===== src/rtl/usbd_mode_pkg.sv =====
// Shared definitions for the device-mode state controller.
// Assumes a single clock domain and clean synchronous inputs.
package usbd_mode_pkg;

    typedef enum logic {
        ST_RESET = 1'b0,
        ST_IDLE  = 1'b1
    } dev_state_e;

    localparam int SPEED_W = 2;
    localparam logic [SPEED_W-1:0] SPD_FULL = 2'b00;
    localparam logic [SPEED_W-1:0] SPD_LOW  = 2'b01;
    localparam logic [SPEED_W-1:0] SPD_HIGH = 2'b10;

endpackage


===== src/rtl/usbd_mode_fsm.sv =====
// Reset/Idle sequencer. It moves to Idle when enable and ID both indicate
// the device role. It goes back to Reset as soon as either one drops, and
// it pulses reg_clear once per entry into Reset.
// Assumes ctrl_en and id_dev are already synchronous to clk.
module usbd_mode_fsm
    import usbd_mode_pkg::*;
(
    input  logic clk,
    input  logic rst_n,
    input  logic ctrl_en,
    input  logic id_dev,
    output logic in_idle,
    output logic going_reset,
    output logic reg_clear
);

    dev_state_e state_q;
    dev_state_e state_d;
    logic       clear_q;

    // Leaving device mode: either condition is enough.
    always_comb begin
        going_reset = !ctrl_en || !id_dev;
    end

    // Next-state selection.
    always_comb begin
        if (going_reset) begin
            state_d = ST_RESET;
        end else begin
            state_d = ST_IDLE;
        end
    end

    // State register with synchronous active-low reset.
    always_ff @(posedge clk) begin
        if (!rst_n) begin
            state_q <= ST_RESET;
        end else begin
            state_q <= state_d;
        end
    end

    // Register-clear strobe: one cycle on each Idle-to-Reset entry.
    always_ff @(posedge clk) begin
        if (!rst_n) begin
            clear_q <= 1'b1;
        end else begin
            clear_q <= (state_q == ST_IDLE) && going_reset;
        end
    end

    assign in_idle   = (state_q == ST_IDLE);
    assign reg_clear = clear_q;


    leave_device_chk: assert property (@(posedge clk) disable iff (!rst_n)
        (!ctrl_en || !id_dev) |=> !in_idle);


    enter_idle_chk: assert property (@(posedge clk) disable iff (!rst_n)
        (!in_idle && ctrl_en && id_dev) |=> in_idle);


    clear_single_chk: assert property (@(posedge clk) disable iff (!rst_n)
        reg_clear |=> !reg_clear);


    clear_in_reset_chk: assert property (@(posedge clk) disable iff (!rst_n)
        reg_clear |-> !in_idle);

endmodule


===== src/rtl/usbd_pullup_sel.sv =====
// Pull-up selector. It registers the D+/D- pull-up enables from the
// effective detach flag, VBus presence and the speed code. Low speed takes
// D-, every other code takes D+.
// Assumes vbus_on and speed_sel are synchronous to clk.
module usbd_pullup_sel
    import usbd_mode_pkg::*;
(
    input  logic               clk,
    input  logic               rst_n,
    input  logic               detach_eff,
    input  logic               vbus_on,
    input  logic [SPEED_W-1:0] speed_sel,
    output logic               pu_dp,
    output logic               pu_dm
);

    logic attach_ok;
    logic low_speed;
    logic dp_q;
    logic dm_q;

    // Attach is allowed only when not detached and VBus is present.
    always_comb begin
        attach_ok = !detach_eff && vbus_on;
        low_speed = (speed_sel == SPD_LOW);
    end

    // Registered pull-up enables, both off in hardware reset.
    always_ff @(posedge clk) begin
        if (!rst_n) begin
            dp_q <= 1'b0;
            dm_q <= 1'b0;
        end else begin
            dp_q <= attach_ok && !low_speed;
            dm_q <= attach_ok && low_speed;
        end
    end

    assign pu_dp = dp_q;
    assign pu_dm = dm_q;


    pullup_exclusive_chk: assert property (@(posedge clk) disable iff (!rst_n)
        $onehot0({pu_dp, pu_dm}));


    detached_no_pull_chk: assert property (@(posedge clk) disable iff (!rst_n)
        (detach_eff || !vbus_on) |=> (!pu_dp && !pu_dm));

endmodule


===== src/rtl/usbd_ep_enables.sv =====
// Endpoint enable register. Endpoint 0 is on whenever the block is in
// Idle. The upper endpoints load from software writes, are cleared by a
// bus reset while in Idle, and are cleared on every entry into Reset.
// Assumes bus_reset is a clean one-cycle synchronous pulse.
module usbd_ep_enables #(
    parameter int NUM_EP = 8
) (
    input  logic              clk,
    input  logic              rst_n,
    input  logic              in_idle,
    input  logic              going_reset,
    input  logic              bus_reset,
    input  logic              ep_wr,
    input  logic [NUM_EP-1:1] ep_wdata,
    output logic [NUM_EP-1:0] ep_enable
);

    localparam int CFG_EP = NUM_EP - 1;

    logic [NUM_EP-1:1] cfg_q;
    logic              wipe;
    logic              load;

    // Clear when in or entering Reset, or on a bus reset. A write loads only
    // when neither applies.
    always_comb begin
        wipe = going_reset || !in_idle || bus_reset;
        load = ep_wr && !wipe;
    end

    // One flop per configurable endpoint.
    generate
        for (genvar e = 1; e <= CFG_EP; e++) begin : g_ep
            // Enable flop for endpoint e.
            always_ff @(posedge clk) begin
                if (!rst_n) begin
                    cfg_q[e] <= 1'b0;
                end else if (wipe) begin
                    cfg_q[e] <= 1'b0;
                end else if (load) begin
                    cfg_q[e] <= ep_wdata[e];
                end
            end
        end
    endgenerate

    assign ep_enable = {cfg_q, in_idle};


    reset_all_off_chk: assert property (@(posedge clk) disable iff (!rst_n)
        !in_idle |-> (ep_enable == '0));


    bus_reset_keep_ctrl_chk: assert property (@(posedge clk) disable iff (!rst_n)
        (bus_reset && in_idle && !going_reset) |=> (ep_enable[NUM_EP-1:1] == '0 && ep_enable[0]));


    write_load_chk: assert property (@(posedge clk) disable iff (!rst_n)
        (ep_wr && in_idle && !going_reset && !bus_reset) |=> (ep_enable[NUM_EP-1:1] == $past(ep_wdata)));

endmodule


===== src/rtl/usbd_mode_ctrl.sv =====
// Top level of the device-mode state controller. It ties the Reset/Idle
// sequencer, the pull-up selector and the endpoint enable register
// together and derives the frozen-clock, bank-deallocation and detach flags
// from the current state.
// Assumes every input is synchronous to clk.
module usbd_mode_ctrl
    import usbd_mode_pkg::*;
#(
    parameter int NUM_EP = 8
) (
    input  logic              clk,
    input  logic              rst_n,
    input  logic              ctrl_en,
    input  logic              id_dev,
    input  logic              sw_detach,
    input  logic              vbus_on,
    input  logic [SPEED_W-1:0] speed_sel,
    input  logic              bus_reset,
    input  logic              ep_wr,
    input  logic [NUM_EP-1:1] ep_wdata,
    output logic              dev_state,
    output logic              clk_freeze,
    output logic              reg_clear,
    output logic              bank_dealloc,
    output logic              detach_eff,
    output logic              pu_dp,
    output logic              pu_dm,
    output logic [NUM_EP-1:0] ep_enable
);

    logic in_idle;
    logic going_reset;

    usbd_mode_fsm u_fsm (
        .clk         (clk),
        .rst_n       (rst_n),
        .ctrl_en     (ctrl_en),
        .id_dev      (id_dev),
        .in_idle     (in_idle),
        .going_reset (going_reset),
        .reg_clear   (reg_clear)
    );

    // State-derived flags: Reset freezes, deallocates and detaches.
    always_comb begin
        clk_freeze   = !in_idle;
        bank_dealloc = !in_idle;
        detach_eff   = !in_idle || sw_detach;
    end

    usbd_pullup_sel u_pullup (
        .clk        (clk),
        .rst_n      (rst_n),
        .detach_eff (detach_eff),
        .vbus_on    (vbus_on),
        .speed_sel  (speed_sel),
        .pu_dp      (pu_dp),
        .pu_dm      (pu_dm)
    );

    usbd_ep_enables #(.NUM_EP(NUM_EP)) u_ep (
        .clk         (clk),
        .rst_n       (rst_n),
        .in_idle     (in_idle),
        .going_reset (going_reset),
        .bus_reset   (bus_reset),
        .ep_wr       (ep_wr),
        .ep_wdata    (ep_wdata),
        .ep_enable   (ep_enable)
    );

    assign dev_state = in_idle;


    reset_frozen_chk: assert property (@(posedge clk) disable iff (!rst_n)
        !dev_state |-> (clk_freeze && bank_dealloc && detach_eff));


    bus_reset_in_reset_chk: assert property (@(posedge clk) disable iff (!rst_n)
        (!dev_state && bus_reset && !ctrl_en) |=> (ep_enable == '0 && !dev_state));

endmodule


===== config.mk =====
export PLATFORM = sky130hd
export DESIGN_NAME = usbd_mode_ctrl
export DESIGN_NICKNAME = d
export VERILOG_FILES = /design/src/rtl/usbd_mode_pkg.sv /design/src/rtl/usbd_mode_fsm.sv /design/src/rtl/usbd_pullup_sel.sv /design/src/rtl/usbd_ep_enables.sv /design/src/rtl/usbd_mode_ctrl.sv
export SDC_FILE = /design/constraint.sdc
export NUM_CORES = 1
export LEC_CHECK = 0
export ABC_AREA = 0
export ABC_CLOCK_PERIOD_IN_PS = 1700
export CAP_MARGIN = 5
export CORE_AREA = 2 2 39 41
export DETAILED_ROUTE_END_ITERATION = 8
export DIE_AREA = 0 0 41 43
export PLACE_DENSITY_LB_ADDON = 0.1
export SLEW_MARGIN = 10
export SYNTH_ARGS = -nofsm -noshare
export SYNTH_HDL_FRONTEND = slang
export SYNTH_SLANG_ARGS = --single-unit

===== constraint.sdc =====
create_clock -name clk -period 1.7 [get_ports clk]
set_input_delay 0.255 -clock clk [delete_from_list [all_inputs] [get_ports clk]]
set_output_delay 0.255 -clock clk [all_outputs]
set_load 0.02 [all_outputs]

==> impl_metrics.py, run 1 <==
metrics = {
    "outcome": {
        "status": "finished, final reports clean",
    },
    "flow_run": {
        "maxCapViolCount": 0,
    },
    "layout": {
        "drive_above_1_share_pct": 8.451,
        "syn_to_final_growth_pct": 78.26,
        "final_area_um2": 769.5,
        "fin_nets": 89,
        "n_fill_cell": 146,
        "seq_area_um2": 220.2,
        "final_common_cell": "clkdlybuf4s50_1",
        "final_cell_mix": "clkdlybuf4s50_1 (28), dfxtp_1 (11), mux2i_1 (7), nor3_1 (7), clkbuf_4 (3)",
        "multi_input_area_um2": 177.7,
        "diodes": 0,
    },
    "routing": {
        "viasPerCell": 4.471,
        "finalWirelength_um": 944,
        "drt_pre_antenna_iters": 2,
        "ant_nets": 0,
        "vias": 389,
        "wl_per_cell_um": 10.85,
        "drc": 0,
        "drt_iter0_drc": 5,
    },
    "clocking": {
        "cts_root_buf": "clkbuf_4",
        "postCtsSetupBuffers": 0,
        "insertion_delay_ns": 0.26,
        "cts_tree": "done",
        "cts_sinks": 11,
        "numCtsBuffers": 3,
        "cts_max_level": 1,
        "path_clk_slew_ns": 0.07,
        "hold_buffers": 0,
        "clock_path_buffers": 2,
    },
    "grt": {
        "grt_pass1_wl_mm": 1.345,
        "grt_remaining_overflow": 0,
        "grt_pass1_vias": 334,
        "antenna_found_initial": 0,
        "grt_usage_pct": 11.92,
        "grt_max_degree": 8,
    },
    "critical_path": {
        "crit_required_ns": 1.44,
        "setup.worst_path.end_class": "output port",
        "r2r-end": "u_ep.ep_enable[3]",
        "cp.arrival_ns": 1.28,
        "start_kind": "flop",
        "cp.buffers_inverters": 1,
        "max_stage_delay_ns": 0.63,
        "crit_fanout": 5,
        "ff2ff_setup_slack_ns": 0.76,
        "reg2regPathDepth": 3,
        "cp_cell_sequence": "clkdlybuf4s50_1",
        "crit_family": "buffers and inverters",
        "cp_slowest_cell": "clkdlybuf4s50_1",
        "crit-reg2reg-launch": "u_fsm.in_idle",
        "critical_path_class": "flop to output port",
    },
    "pwr": {
        "swShare_pct": 22.71,
        "irDropWorstVdd_v": 0.0003295,
        "clock_power_share_pct": 33.8,
        "power_density_mw_per_mm2": 678.4,
        "total_power_w": 0.0005220,
        "leakagePower_nw": 0.2923,
        "comb_power_share_pct": 16.0,
        "p_seq_share_pct": 50.2,
        "p_int_w": 0.0004035,
        "switching_power_w": 0.0001186,
    },
    "floorplanning": {
        "num_rows": 14,
        "die_x_um": 41,
        "start_util_pct": 31.19,
        "die_h_um": 43,
        "coreArea_mm2": 0.001384,
        "die-area_mm2": 0.001763,
        "num_io_pins": 32,
    },
    "timing": {
        "finalClockSkew_ns": 0.005879,
        "finalSetupTns_ns": 0,
        "finalCritPeriodShare_pct": 90.02,
        "setup_violations": 0,
        "relSlewSlack_pct": 71.70,
        "final_hold_viol_count": 0,
        "worst_slew_pin_slew_ns": 0.4232,
        "rsz0062_at_grt": "false",
        "fmax_mhz": 653.5,
        "slew_viol_final": 0,
        "min_period_ns": 1.530,
    },
    "yosys": {
        "syn_area_um2": 431.7,
        "synth_top_area_share_pct": 51.01,
        "synth_area_per_cell_um2": 11.36,
        "mappedNetlistNets": 55,
        "syn_inst": 38,
        "yosysWarnings": 0,
        "synth_top_cell_by_area": "dfxtp_1",
        "yosysSeqAreaShare_pct": 51.01,
        "synth_seq_cells": 11,
        "synth_cell_types": 14,
        "synth.area.top_cells": "dfxtp_1 (51%), mux2i_1 (16%), nor3_1 (8.1%), nand4_4 (4.9%), buf_4 (3.5%)",
    },
    "min_path": {
        "holdPathEnd": "u_ep.ep_enable[4]",
        "hp-class": "flop to flop",
        "worstHoldPathCells": 2,
        "hp-start": "u_ep.ep_enable[4]",
    },
    "placement": {
        "place_area_um2": 743.2,
        "dp_hpwl_um": 733.1,
        "gp_congestion": 0.5167,
        "io_buffers": 31,
    },
}
sequential cells by signal, indices dropped and copies added, names as in the netlist:
register / cells
u_ep.ep_enable: 7
u_pullup.pu_dm: 1
u_pullup.pu_dp: 1
u_fsm.in_idle: 1
u_fsm.reg_clear: 1
logic make-up (layout without fill, tap and decap cells):
logic type	count (synthesis)	after routing	synth area share [%]
flops	11	11	51.01
compound gates	2	2	2.317
mux	7	7	16.23
buf+inv	5	38	7.826
simple gates	13	13	22.61
layout make-up:
cell class / count / share of cell area, %
well taps: 16 / 2.602
multi-input cells: 22 / 23.09
clock buffers: 4 / 3.415
repair buffers: 32 / 41.30
inverters: 2 / 0.9756
flip-flops and latches: 11 / 28.62
synth_stat cells:
| cell type | count |
|---|---|
| o21ai_0 | 1 |
| and2_1 | 1 |
| nand4b_1 | 1 |
| a21oi_1 | 1 |
| nor3b_2 | 1 |
| and3_1 | 1 |
| mux2i_1 | 7 |
| inv_1 | 2 |
| dfxtp_1 | 11 |
| nand4_4 | 1 |
| or2b_1 | 1 |
| nor3_1 | 7 |
| buf_6 | 1 |
| buf_4 | 2 |
how the worst max path moves through the flow:
stage / from / end / slack [ns] / cells after the start
finish: u_fsm.in_idle / ep_enable[0] / 0.17 / 1
global route: u_fsm.in_idle / ep_enable[0] / 0.12 / 1
CTS: u_fsm.in_idle / detach_eff / 0.0004 / 2
detailed placement: sw_detach / detach_eff / 0.03 / 3
global placement: sw_detach / detach_eff / 0.03 / 3
floorplan: u_fsm.in_idle / clk_freeze / 0.52 / 2
routing by layer:
metal	vias up	track usage, %	part of all wire (%)
met5	-	0	0
met3	2	3.141	12
met1	166	13.77	42
met2	22	16.25	45
li1	199	-	-
met4	0	12.00	0.85
repair_timing:
action                     4_1_cts  5_1_grt
cloned                           0        0
setup endpoints to repair        2        1
resized for setup                2        1
power by group through the flow:
stage	clock network [W]	logic [W]	registers, W
6_report	0.000177	0.0000834	0.000262
5_1_grt	0.000196	0.0000887	0.000262
4_1_cts	0.000188	0.0000847	0.000262
3_5_place_dp	0	0.0000854	0.000268
3_3_place_gp	0	0.0000854	0.000268
2_1_floorplan	0	0.0000265	0.000273
tightest hold or removal path, delay by kind of cell (launching register included):
family | cells | cell delay, ns
flops | 1 | 0.31
mux | 1 | 0.12
simple gates | 1 | 0.05
stage by stage:
step	std cells	hold WS, ns	utilization [%]	setup slack [ns]
finish	87	0.5264	55.61	0.1697
CTS	87	0.5313	55.43	0.0004280
global route	87	0.5493	55.61	0.1224
floorplan	38	0.3257	-	0.5214
detailed placement	83	0.5163	53.71	0.02946
global placement	83	0.5192	53.71	0.03456
Power figures use the tool's default switching activity.
==> run 2, diff against run 1 <==
PLACE_DENSITY = 0.85   (was not set)
PLACE_DENSITY_LB_ADDON = not set   (was 0.1)
==> impl_metrics.py, run 2 (synthesis results as in run 1) <==
metrics = {
    "clocking": {
        "cts_root_buf": "clkbuf_4",
        "path_clk_slew_ns": 0.06,
        "numCtsBuffers": 3,
        "clock_path_buffers": 2,
        "cts_max_level": 1,
        "cts_sinks": 11,
        "hold_buffers": 0,
        "insertion_delay_ns": 0.25,
        "cts_tree": "done",
    },
    "layout": {
        "largest_reg_flops": 7,
        "drive_above_1_share_pct": 8.571,
        "final_util_pct": 55.33,
        "final_common_cell": "clkdlybuf4s50_1",
        "fin_nets": 88,
        "final_area_um2": 765.7,
        "syn_to_final_growth_pct": 77.39,
        "diodes": 0,
        "final_cell_mix": "clkdlybuf4s50_1 (30), dfxtp_1 (10), mux2i_1 (7), nor3_1 (7), clkbuf_4 (3)",
    },
    "critical_path": {
        "cp.arrival_ns": 1.29,
        "max_stage_delay_ns": 0.60,
        "setup.worst_path.end_class": "output port",
        "cp_cell_sequence": "inv_1, clkdlybuf4s50_1",
        "ff2ff_setup_slack_ns": 0.91,
        "crit_path_end": "bank_dealloc",
        "cp_slowest_cell": "clkdlybuf4s50_1",
        "start_kind": "flop",
        "startpoint": "u_fsm.in_idle",
        "reg2regPathDepth": 2,
        "crit_required_ns": 1.44,
        "crit_fanout": 6,
        "r2r-end": "u_pullup.pu_dm",
        "crit-reg2reg-launch": "u_fsm.in_idle",
        "critical_path_class": "flop to output port",
    },
    "timing": {
        "min_period_ns": 1.544,
        "finalClockSkew_ns": 0.0002284,
        "worst_slew_pin_slew_ns": 0.3826,
        "slew_viol_final": 0,
        "fmax_mhz": 647.6,
        "fin_ws_ns": 0.1558,
        "relSlewSlack_pct": 74.42,
        "finalSetupTns_ns": 0,
        "rsz0062_at_grt": "false",
        "finalCritPeriodShare_pct": 90.84,
        "hold_ws_ns": 0.5303,
        "setup_violations": 0,
        "final_hold_viol_count": 0,
    },
    "routing": {
        "drc": 0,
        "drt_iter0_drc": 0,
        "vias": 387,
        "finalWirelength_um": 895,
        "drt_pre_antenna_iters": 1,
        "ant_nets": 0,
        "wl_per_cell_um": 10.41,
        "viasPerCell": 4.500,
        "top_layer": "met3",
        "wl_met1_um": 293,
        "route.met2.wl_um": 434,
        "wl_met3_um": 168,
    },
    "placement": {
        "dp_hpwl_um": 763.8,
        "io_buffers": 31,
        "gp_congestion": 0.5908,
        "place_area_um2": 735.7,
        "place_ws_ns": 0.005249,
    },
    "floorplanning": {
        "coreArea_mm2": 0.001384,
        "num_rows": 14,
        "num_io_pins": 32,
        "die_x_um": 41,
        "die_h_um": 43,
        "die-area_mm2": 0.001763,
        "start_util_pct": 31.19,
    },
    "pwr": {
        "power_density_mw_per_mm2": 664.5,
        "irDropWorstVdd_v": 0.0003374,
        "leakagePower_nw": 0.2899,
    },
    "grt": {
        "grt_remaining_overflow": 0,
        "antenna_found_initial": 0,
        "grt_usage_pct": 10.60,
        "grt_pass1_wl_mm": 1.297,
        "grt_max_degree": 8,
        "grt_pass1_vias": 369,
    },
    "min_path": {
        "hp-class": "flop to flop",
    },
    "flow_run": {
        "maxCapViolCount": 0,
    },
    "outcome": {
        "status": "finished, final reports clean",
    },
}
==> run 2: cell types whose count changed in the layout (fill, tap and decap cells not counted), sizes merged <==
cell,delta
buf,-1
clkdlybuf4s50,+2
dlygate4sd2,-2
==> run 2: final cells by class <==
class                   instances  area (um^2)
well taps                      16        20.02
inverters                       2        7.507
flip-flops and latches         11        221.5
repair buffers                 31        312.8
fillers                       136        618.1
multi-input cells              22        177.7
clock buffers                   4        26.28
==> run 2: how the worst min path moves through the flow <==
| stage | start | end | depth (start not counted) |
|---|---|---|---|
| after floorplan | speed_sel[1] | u_pullup.pu_dm | 1 |
| after global placement | u_ep.ep_enable[2] | u_ep.ep_enable[2] | 2 |
| after detailed placement | u_ep.ep_enable[4] | u_ep.ep_enable[4] | 2 |
| after CTS | u_ep.ep_enable[4] | u_ep.ep_enable[4] | 2 |
| after global routing | u_ep.ep_enable[1] | u_ep.ep_enable[1] | 2 |
| final | u_ep.ep_enable[4] | u_ep.ep_enable[4] | 2 |
==> run 2: worst max-delay path: cells and delay by family, from the launching register on <==
kind                   cells  cell delay (ns)
DFF                        1             0.35
buffers and inverters      2             0.68
==> run 2: per-layer routing <==
| metal | up-vias | track usage [%] |
|---|---|---|
| li1 | 195 | - |
| met1 | 165 | 8.824 |
| met2 | 27 | 20.31 |
| met3 | 0 | 3.665 |
| met4 | 0 | 4.000 |
| met5 | - | 0 |
==> run 2: timing repair <==
item	CTS	global route
setup endpoints to repair	1	1
buffers inserted	0	0
gates resized for setup	1	1
==> run 2: report_power, final <==
part / total, W / switching (W) / internal (W)
Clock: 0.000163 / 0.0000726 / 0.0000903
Combinational: 0.0000826 / 0.0000302 / 0.0000525
Sequential: 0.000263 / 0.00000227 / 0.000261
Total: 0.000509 / 0.000105 / 0.000404
==> run 2: metrics by stage <==
stage,total power (W),instances
CTS,0.0005195,86
floorplan,0.0002992,38
detailed placement,0.0003520,82
finish,0.0005088,86
global placement,0.0003508,82
global route,0.0005352,86
